## src/rtl/tlbc_pkg.sv

```systemverilog
package tlbc_pkg;

  typedef enum logic [3:0] {
    SEL_DPTE      = 4'd0,
    SEL_DTAG      = 4'd1,
    SEL_DASN      = 4'd2,
    SEL_IPTE      = 4'd3,
    SEL_ITAG      = 4'd4,
    SEL_IASN      = 4'd5,
    SEL_DINV_ALL  = 4'd6,
    SEL_DINV_PROC = 4'd7,
    SEL_DINV_ONE  = 4'd8,
    SEL_IINV_ALL  = 4'd9,
    SEL_IINV_PROC = 4'd10,
    SEL_IINV_ONE  = 4'd11
  } sel_e;

  typedef struct packed {
    logic [26:0] ppn;
    logic [3:0]  rd_en;
    logic [3:0]  wr_en;
    logic        f_rd;
    logic        f_wr;
    logic        gbl;
    logic [6:0]  asn;
  } pte_t;

  // decode a software PTE word; ASN filled in by the caller
  function automatic pte_t unpack_pte(input logic [63:0] w);
    pte_t e;
    e.ppn   = w[58:32];
    e.rd_en = w[11:8];
    e.wr_en = w[15:12];
    e.f_rd  = w[1];
    e.f_wr  = w[2];
    e.gbl   = w[4];
    e.asn   = '0;
    return e;
  endfunction

  function automatic logic [1:0] gh_field(input logic [63:0] w);
    return w[6:5];
  endfunction

  // readback layout; ASN overlaps the top PPN bits and is ORed in
  function automatic logic [63:0] pack_pte(input pte_t e);
    logic [63:0] w;
    w          = '0;
    w[58:32]   = e.ppn;
    w[11:8]    = e.rd_en;
    w[15:12]   = e.wr_en;
    w[1]       = e.f_rd;
    w[2]       = e.f_wr;
    w[4]       = e.gbl;
    w[63:57]   = w[63:57] | e.asn;
    return w;
  endfunction

  function automatic logic [9:0] perm_of(input pte_t e);
    return {e.wr_en, e.rd_en, e.f_wr, e.f_rd};
  endfunction

endpackage

```

## src/rtl/tlbc_array.sv

```systemverilog
module tlbc_array
  import tlbc_pkg::*;
#(
  parameter int DEPTH = 8,
  parameter int TAG_W = 30
) (
  input  logic             clk,
  input  logic             rst_n,
  input  logic             ins_en,
  input  logic [TAG_W-1:0] ins_tag,
  input  pte_t             ins_pte,
  input  logic             inv_all,
  input  logic             inv_proc,
  input  logic             inv_one,
  input  logic [TAG_W-1:0] inv_tag,
  input  logic [6:0]       cur_asn,
  input  logic [TAG_W-1:0] lk_tag,
  output logic             lk_hit,
  output pte_t             lk_pte,
  output pte_t             last_pte
);
  localparam int IW = (DEPTH > 1) ? $clog2(DEPTH) : 1;
  localparam logic [IW-1:0] LAST_SLOT = IW'(DEPTH - 1);

  logic [DEPTH-1:0] valid_q;
  pte_t             ent_q [DEPTH];
  logic [TAG_W-1:0] tag_q [DEPTH];
  logic [IW-1:0]    rr_q, last_q, victim, lk_idx;

  // named per-slot events
  logic [DEPTH-1:0] same_vec, hit_vec, inv_hit_vec, gbl_vec;
  logic             same_any;

  for (genvar g = 0; g < DEPTH; g++) begin : g_slot
    assign gbl_vec[g]     = ent_q[g].gbl;
    assign same_vec[g]    = valid_q[g] && tag_q[g] == ins_tag && ent_q[g].asn == ins_pte.asn;
    assign hit_vec[g]     = valid_q[g] && tag_q[g] == lk_tag &&
                            (ent_q[g].gbl || ent_q[g].asn == cur_asn);
    assign inv_hit_vec[g] = valid_q[g] && tag_q[g] == inv_tag &&
                            (ent_q[g].gbl || ent_q[g].asn == cur_asn);
  end

  always_comb begin
    same_any = |same_vec;
    victim   = rr_q;
    lk_idx   = '0;
    for (int i = DEPTH - 1; i >= 0; i--) begin
      if (same_vec[i]) victim = IW'(i);
      if (hit_vec[i])  lk_idx = IW'(i);
    end
  end

  assign lk_hit   = |hit_vec;
  assign lk_pte   = ent_q[lk_idx];
  assign last_pte = ent_q[last_q];

  always_ff @(posedge clk or negedge rst_n) begin
    if (!rst_n) begin
      valid_q <= '0;
      rr_q    <= '0;
      last_q  <= '0;
      for (int i = 0; i < DEPTH; i++) begin
        ent_q[i] <= '0;
        tag_q[i] <= '0;
      end
    end else if (inv_all) begin
      valid_q <= '0;
    end else if (inv_proc) begin
      valid_q <= valid_q & gbl_vec;
    end else if (inv_one) begin
      valid_q <= valid_q & ~inv_hit_vec;
    end else if (ins_en) begin
      valid_q[victim] <= 1'b1;
      ent_q[victim]   <= ins_pte;
      tag_q[victim]   <= ins_tag;
      last_q          <= victim;
      if (!same_any) rr_q <= (rr_q == LAST_SLOT) ? '0 : rr_q + 1'b1;
    end
  end


  cmd_excl_chk: assert property (@(posedge clk) disable iff (!rst_n)
    $onehot0({ins_en, inv_all, inv_proc, inv_one}));

  ins_lands_chk: assert property (@(posedge clk) disable iff (!rst_n)
    ins_en |=> valid_q[last_q]);

  inv_all_clears_chk: assert property (@(posedge clk) disable iff (!rst_n)
    inv_all |=> valid_q == '0);

  inv_proc_local_chk: assert property (@(posedge clk) disable iff (!rst_n)
    inv_proc |=> (valid_q & ~gbl_vec) == '0);

  overwrite_keeps_rr_chk: assert property (@(posedge clk) disable iff (!rst_n)
    (ins_en && same_any) |=> $stable(rr_q));

endmodule

```

## src/rtl/tlbc_regs.sv

```systemverilog
module tlbc_regs
  import tlbc_pkg::*;
#(
  parameter int VA_W     = 43,
  parameter int PG_SHIFT = 13,
  localparam int TAG_W   = VA_W - PG_SHIFT
) (
  input  logic             clk,
  input  logic             rst_n,
  input  logic             wr_en,
  input  logic [3:0]       wr_sel,
  input  logic [63:0]      wr_data,
  input  logic [3:0]       rd_sel,
  output logic [63:0]      rd_data,
  input  pte_t             d_last,
  input  pte_t             i_last,
  output logic             d_ins,
  output logic [TAG_W-1:0] d_ins_tag,
  output pte_t             d_ins_pte,
  output logic             d_inv_all,
  output logic             d_inv_proc,
  output logic             d_inv_one,
  output logic [6:0]       d_asn,
  output logic             i_ins,
  output logic [TAG_W-1:0] i_ins_tag,
  output pte_t             i_ins_pte,
  output logic             i_inv_all,
  output logic             i_inv_proc,
  output logic             i_inv_one,
  output logic [6:0]       i_asn,
  output logic [TAG_W-1:0] wr_tag,
  output logic             gh_err
);
  logic [63:0] dpte_q, dtag_q, itag_q, dinv_q, iinv_q;
  logic [6:0]  dasn_q, iasn_q;
  logic        gh_err_q;

  function automatic logic hit_sel(input logic en, input logic [3:0] s, input sel_e want);
    return en && (s == want);
  endfunction

  logic d_tag_wr, i_pte_wr, d_reject, i_reject;
  assign d_tag_wr = hit_sel(wr_en, wr_sel, SEL_DTAG);
  assign i_pte_wr = hit_sel(wr_en, wr_sel, SEL_IPTE);
  assign d_reject = d_tag_wr && gh_field(dpte_q) != 2'b00;
  assign i_reject = i_pte_wr && gh_field(wr_data) != 2'b00;

  assign wr_tag     = wr_data[VA_W-1:PG_SHIFT];
  assign d_ins      = d_tag_wr && !d_reject;
  assign d_ins_tag  = wr_tag;
  assign i_ins      = i_pte_wr && !i_reject;
  assign i_ins_tag  = itag_q[VA_W-1:PG_SHIFT];
  assign d_inv_all  = hit_sel(wr_en, wr_sel, SEL_DINV_ALL);
  assign d_inv_proc = hit_sel(wr_en, wr_sel, SEL_DINV_PROC);
  assign d_inv_one  = hit_sel(wr_en, wr_sel, SEL_DINV_ONE);
  assign i_inv_all  = hit_sel(wr_en, wr_sel, SEL_IINV_ALL);
  assign i_inv_proc = hit_sel(wr_en, wr_sel, SEL_IINV_PROC);
  assign i_inv_one  = hit_sel(wr_en, wr_sel, SEL_IINV_ONE);
  assign d_asn      = dasn_q;
  assign i_asn      = iasn_q;
  assign gh_err     = gh_err_q;

  always_comb begin
    d_ins_pte       = unpack_pte(dpte_q);
    d_ins_pte.asn   = dasn_q;
    i_ins_pte       = unpack_pte(wr_data);
    i_ins_pte.wr_en = '0;
    i_ins_pte.asn   = iasn_q;
  end

  always_ff @(posedge clk or negedge rst_n) begin
    if (!rst_n) begin
      dpte_q <= '0; dtag_q <= '0; itag_q <= '0;
      dinv_q <= '0; iinv_q <= '0;
      dasn_q <= '0; iasn_q <= '0;
      gh_err_q <= 1'b0;
    end else begin
      gh_err_q <= d_reject || i_reject;
      if (wr_en) begin
        unique case (wr_sel)
          SEL_DPTE:     dpte_q <= wr_data;
          SEL_DTAG:     dtag_q <= wr_data;
          SEL_DASN:     dasn_q <= wr_data[6:0];
          SEL_ITAG:     itag_q <= wr_data;
          SEL_IASN:     iasn_q <= wr_data[6:0];
          SEL_DINV_ONE: dinv_q <= wr_data;
          SEL_IINV_ONE: iinv_q <= wr_data;
          default: ;
        endcase
      end
    end
  end

  always_comb begin
    unique case (rd_sel)
      SEL_DPTE:     rd_data = pack_pte(d_last);
      SEL_DTAG:     rd_data = dtag_q;
      SEL_DASN:     rd_data = {57'd0, dasn_q};
      SEL_IPTE:     rd_data = pack_pte(i_last);
      SEL_ITAG:     rd_data = itag_q;
      SEL_IASN:     rd_data = {57'd0, iasn_q};
      SEL_DINV_ONE: rd_data = dinv_q;
      SEL_IINV_ONE: rd_data = iinv_q;
      default:      rd_data = '0;
    endcase
  end


  gh_err_cause_chk: assert property (@(posedge clk) disable iff (!rst_n)
    gh_err |-> $past(wr_en));

  gh_err_pulse_chk: assert property (@(posedge clk) disable iff (!rst_n)
    (gh_err && !$past(wr_en, 1)) |-> 1'b0);

endmodule

```

## src/rtl/tlb_fill_ctrl.sv

```systemverilog
module tlb_fill_ctrl
  import tlbc_pkg::*;
#(
  parameter int DEPTH    = 8,
  parameter int VA_W     = 43,
  parameter int PG_SHIFT = 13
) (
  input  logic            clk,
  input  logic            rst_n,
  input  logic            wr_en,
  input  logic [3:0]      wr_sel,
  input  logic [63:0]     wr_data,
  input  logic [3:0]      rd_sel,
  output logic [63:0]     rd_data,
  input  logic [VA_W-1:0] d_va,
  output logic            d_hit,
  output logic [26:0]     d_ppn,
  output logic [9:0]      d_perm,
  input  logic [VA_W-1:0] i_va,
  output logic            i_hit,
  output logic [26:0]     i_ppn,
  output logic [9:0]      i_perm,
  output logic            gh_err
);
  localparam int TAG_W = VA_W - PG_SHIFT;

  pte_t             d_last, i_last, d_ins_pte, i_ins_pte, d_lk, i_lk;
  logic             d_ins, i_ins, d_inv_all, d_inv_proc, d_inv_one;
  logic             i_inv_all, i_inv_proc, i_inv_one;
  logic [TAG_W-1:0] d_ins_tag, i_ins_tag, wr_tag;
  logic [6:0]       d_asn, i_asn;

  tlbc_regs #(.VA_W(VA_W), .PG_SHIFT(PG_SHIFT)) u_regs (
    .clk, .rst_n, .wr_en, .wr_sel, .wr_data, .rd_sel, .rd_data,
    .d_last, .i_last,
    .d_ins, .d_ins_tag, .d_ins_pte, .d_inv_all, .d_inv_proc, .d_inv_one, .d_asn,
    .i_ins, .i_ins_tag, .i_ins_pte, .i_inv_all, .i_inv_proc, .i_inv_one, .i_asn,
    .wr_tag, .gh_err
  );

  tlbc_array #(.DEPTH(DEPTH), .TAG_W(TAG_W)) u_dtb (
    .clk, .rst_n,
    .ins_en(d_ins), .ins_tag(d_ins_tag), .ins_pte(d_ins_pte),
    .inv_all(d_inv_all), .inv_proc(d_inv_proc), .inv_one(d_inv_one),
    .inv_tag(wr_tag), .cur_asn(d_asn),
    .lk_tag(d_va[VA_W-1:PG_SHIFT]), .lk_hit(d_hit), .lk_pte(d_lk), .last_pte(d_last)
  );

  tlbc_array #(.DEPTH(DEPTH), .TAG_W(TAG_W)) u_itb (
    .clk, .rst_n,
    .ins_en(i_ins), .ins_tag(i_ins_tag), .ins_pte(i_ins_pte),
    .inv_all(i_inv_all), .inv_proc(i_inv_proc), .inv_one(i_inv_one),
    .inv_tag(wr_tag), .cur_asn(i_asn),
    .lk_tag(i_va[VA_W-1:PG_SHIFT]), .lk_hit(i_hit), .lk_pte(i_lk), .last_pte(i_last)
  );

  assign d_ppn  = d_hit ? d_lk.ppn : '0;
  assign d_perm = d_hit ? perm_of(d_lk) : '0;
  assign i_ppn  = i_hit ? i_lk.ppn : '0;
  assign i_perm = i_hit ? perm_of(i_lk) : '0;


  i_no_write_chk: assert property (@(posedge clk) disable iff (!rst_n)
    i_hit |-> i_perm[9:6] == 4'd0);

  miss_zero_chk: assert property (@(posedge clk) disable iff (!rst_n)
    !d_hit |-> (d_ppn == '0 && d_perm == '0));

endmodule

```

## config.mk

```make
export PLATFORM = sky130hd
export DESIGN_NAME = tlb_fill_ctrl
export DESIGN_NICKNAME = d
export VERILOG_FILES = /design/src/rtl/tlbc_pkg.sv /design/src/rtl/tlbc_array.sv /design/src/rtl/tlbc_regs.sv /design/src/rtl/tlb_fill_ctrl.sv
export SDC_FILE = /design/constraint.sdc
export NUM_CORES = 2
export LEC_CHECK = 0
export BUFFER_PORTS_ARGS = -buffer_cell sky130_fd_sc_hd__buf_2
export CAP_MARGIN = 40
export CORE_UTILIZATION = 60
export CTS_CLUSTER_DIAMETER = 150
export DETAILED_ROUTE_END_ITERATION = 6
export GPL_TIMING_DRIVEN = 0
export PLACE_DENSITY = 0.77
export SLEW_MARGIN = 5
export SYNTH_ARGS = -nofsm -noshare
export SYNTH_HDL_FRONTEND = slang
export SYNTH_SLANG_ARGS = --single-unit
export TNS_END_PERCENT = 5
```

## constraint.sdc

```tcl
create_clock -name clk -period 11 [get_ports clk]
set_clock_uncertainty 0.05 [all_clocks]
set_input_delay 2.2 -clock clk [delete_from_list [all_inputs] [get_ports clk]]
set_output_delay 2.2 -clock clk [all_outputs]
set_load 0.05 [all_outputs]
```

==> key figures <==
Outcome
  • Status: complete, but fails checks
  • Violated checks: DRC

Yosys
  • Main synth FF type: dfrtp_1
  • Sequential fraction of the synthesis area: between 40% and 50%
  • Synth area leader: dfrtp_1
  • Top cells by area, synth: dfrtp_1, mux2_2, xnor2_1
  • Netlist cell types: 67
  • Number of synthesized register bits: 1507
  • Post-synth design cell area: roughly 84000 um^2
  • Number of synthesized flops with an enable pin: 0
  • Synth Warn #: 0
  • Gate Count Post-Synth: about 7k
  • Async SR Flop Fraction: between 90% and 100%
  • Area share of the largest cell type after synthesis: between 40% and 50%
  • Syn_area_per_cell: 11.8 um^2

Worst setup path
  • RR Endpoint: u_itb.tag_q[63]
  • Startpoint Class: primary input
  • Worst reg2reg startpoint: u_regs.i_asn[6]
  • Flop2flop setup slack: between 5 and 6 ns
  • Crit path from: i_va[31]
  • Critical path required time: ~9 ns
  • Crit Path Max Fanout: 10
  • Worst setup EP type: output port
  • FF-to-FF path depth: 13
  • Setup Crit Path Kind: primary input to output port
  • Setup crit end: i_ppn[2]
  • Crit path DAT: around 7.4 ns

Route
  • Mean number of vias per cell: 6.98
  • TritonRoute pass-1 iters: 7
  • Number of DRC markers in iteration 0: roughly 10k
  • Post-route ant nets: 0
  • Wirelength per Cell: about 37 um
  • Remaining DRCs: 2
  • Routed vias: about 67k
  • Final wirelength: approximately 360 mm

Place
  • GPL Wtd Cong: between 1 and 1.5
  • Place WS: ~1.8 ns
  • Placed cell count: around 9.3k
  • Number of buffer cells added on primary ports: ~180
  • Post-DP HPWL: ~250 mm

STA
  • Final setup viols: 0
  • Setup TNS: 0 ns
  • RSZ-0062 raised after global routing: no
  • Setup ws final: ~1.4 ns
  • Slew margin rel.: roughly a quarter
  • Final Cycle Share: between 80 and 90%
  • Final worst path period need: 9.62 ns
  • Max Freq: a little over 0.1 GHz
  • Final Hold Fails: 0
  • Final Max Tran Viols: 0
  • Worst-margin pin slew: about 1.1 ns

Die
  • Die area: approximately 140000 um^2
  • Chip height: 376 um
  • I/O pin count: 302
  • Initial Util: 60.8%
  • Rows: 136
  • DIE WIDTH: between 300 and 400 um
  • Core area: around 140000 um^2

GRT
  • Largest net degree at the start of global routing: 170
  • Global-route wire length before repair: 495 mm
  • Initial antenna violation count: between 40 and 50
  • Gr usage total: between 40% and 50%
  • Vias in the first global route: around 65k
  • Gr ovfl total: 0

Finish
  • Layout area overhead: 12.8%
  • Fin nets: between 7k and 8k
  • Non-Filler Instances: slightly below 10k
  • Most frequent cells in the layout: dfrtp_1, mux2_2, xnor2_1, nand2_1, buf_2
  • Commonest non-fill, non-tap cell in the layout: dfrtp_1
  • Utilization after layout: 68.6%
  • Share of cells above drive strength 1: between 30% and 40%

Clocking
  • Worst skew pair latency: a little over 0.8 ns
  • # Post-CTS Setup Buffers: 0
  • CTS Buf Count: around 160
  • Root buf cell: clkbuf_16
  • CTS H-Tree Depth: 4
  • Clock tree buffer depth: 3
  • Post-CTS Resized: 0
  • TritonCTS Sinks: 1507
  • CTS Hold Buffers Added: 0
  • Worst-path clk slew: 0.06 ns
  • CTS tree: built

Power
  • Worst VDD drop: roughly 0.15 mV
  • Leakage: approximately 42 nW
  • Total Power: around 16 mW
  • Power Dens Cells: about 170 nW/um^2

Job
  • Total of max-cap violations: 0

Hold path
  • Worst Hold Class: flop to flop
[where the power goes]
part	switching (mW)	internal [mW]	leakage [nW]	total, mW
clock	2.46	3.33	2.72	5.79
combinational	2.22	1.35	18.8	3.57
sequential	0.550	6.09	20.4	6.64
total	5.23	10.8	41.9	16.0
[per-layer routing]
metal / track usage (%) / vias to the layer above / part of all wire (%)
met2: 69.9 / 5330 / 41
met1: 64.9 / 34200 / 37
met4: 32.0 / 30 / 7.9
met3: 18.7 / 1348 / 14
met5: 1.06 / - / 0.11
li1: - / 26300 / -
[sequential cells by signal, summed over array words and instances, names as in the netlist, 3 cells and up]
name	cells
u_regs.d_asn	7
u_regs.dpte_q	40
u_dtb.tag_q	240
u_itb.ent_q	328
u_itb.last_q	3
u_dtb.rr_q	3
u_regs.dtag_q	64
u_regs.iinv_q	64
u_itb.valid_q	8
u_itb.tag_q	240
u_regs.i_asn	7
u_regs.itag_q	64
u_itb.rr_q	3
u_dtb.last_q	3
u_dtb.ent_q	360
u_dtb.valid_q	8
u_regs.dinv_q	64
[critical path: stages]
cell      delay (ns)
buf_2           0.29
xnor2_1         0.50
nand4_1         0.17
nor4_1          0.47
o211ai_1        0.53
o31a_1          0.31
a222oi_1        0.33
buf_2           0.54
a31oi_1         0.18
a31oi_4         0.48
buf_6           0.28
mux2i_1         0.11
o221ai_1        0.53
buf_2           0.38
[synth_stat cells (all sizes together), types with 10 or more instances]
cell type and count:
a211oi 14, a22o 10, xnor2 1059, nor4 144, o211ai 13, a21o 10, nand4 330, nand2 622
a22oi 126, buf 295, a21oi 63, mux2i 214, nor2 97, mux4 192, mux2 1354, a31oi 10
xor2 253, nor3 25, o21ai 72, o22a 70, nand3 103, inv 78, clkbuf 305, dfrtp 1507
o221ai 69
[final cells by class]
class | count | area (um^2)
timing repair buffer | 322 | 2740
clock inverter | 51 | 724
antenna | 27 | 67.6
fill | 10200 | 43300
inverter | 78 | 293
multi-input combinational | 4939 | 43500
tap | 1863 | 2330
sequential | 1507 | 37700
clock buffer | 244 | 4820
buffer | 600 | 2630
[kinds of logic (layout without fill, tap and decap cells)]
kind of cell	Yosys count	after routing	synth area share (%)
fa+ha+maj	4	4	0.0595
compound gates	487	487	4.23
other cells	1	31	0.00446
flops	1507	1507	44.9
simple gates	1372	1372	7.92
buf+inv	678	1295	3.44
xor+xnor	1312	1312	13.7
mux	1760	1760	25.8
[worst min-delay path by stage]
stage                           start           endpoint  cells after the start
global route        u_regs.iinv_q[27]  u_regs.iinv_q[27]                      2
floorplan            u_regs.dinv_q[3]   u_regs.dinv_q[3]                      2
global placement    u_regs.iinv_q[47]  u_regs.iinv_q[47]                      2
finish              u_regs.iinv_q[27]  u_regs.iinv_q[27]                      2
detailed placement  u_regs.dinv_q[19]  u_regs.dinv_q[19]                      2
CTS                 u_regs.dinv_q[19]  u_regs.dinv_q[19]                      2
[per-stage QoR]
step | hold WS [ns] | instance area (um^2)
after floorplan | 0.396 | 84100
after global placement | 0.409 | 87300
after detailed placement | 0.413 | 89200
after CTS | 0.427 | 94700
after global routing | 0.442 | 94800
final | 0.427 | 94800
Note: power is estimated with default switching activity, not from simulation.
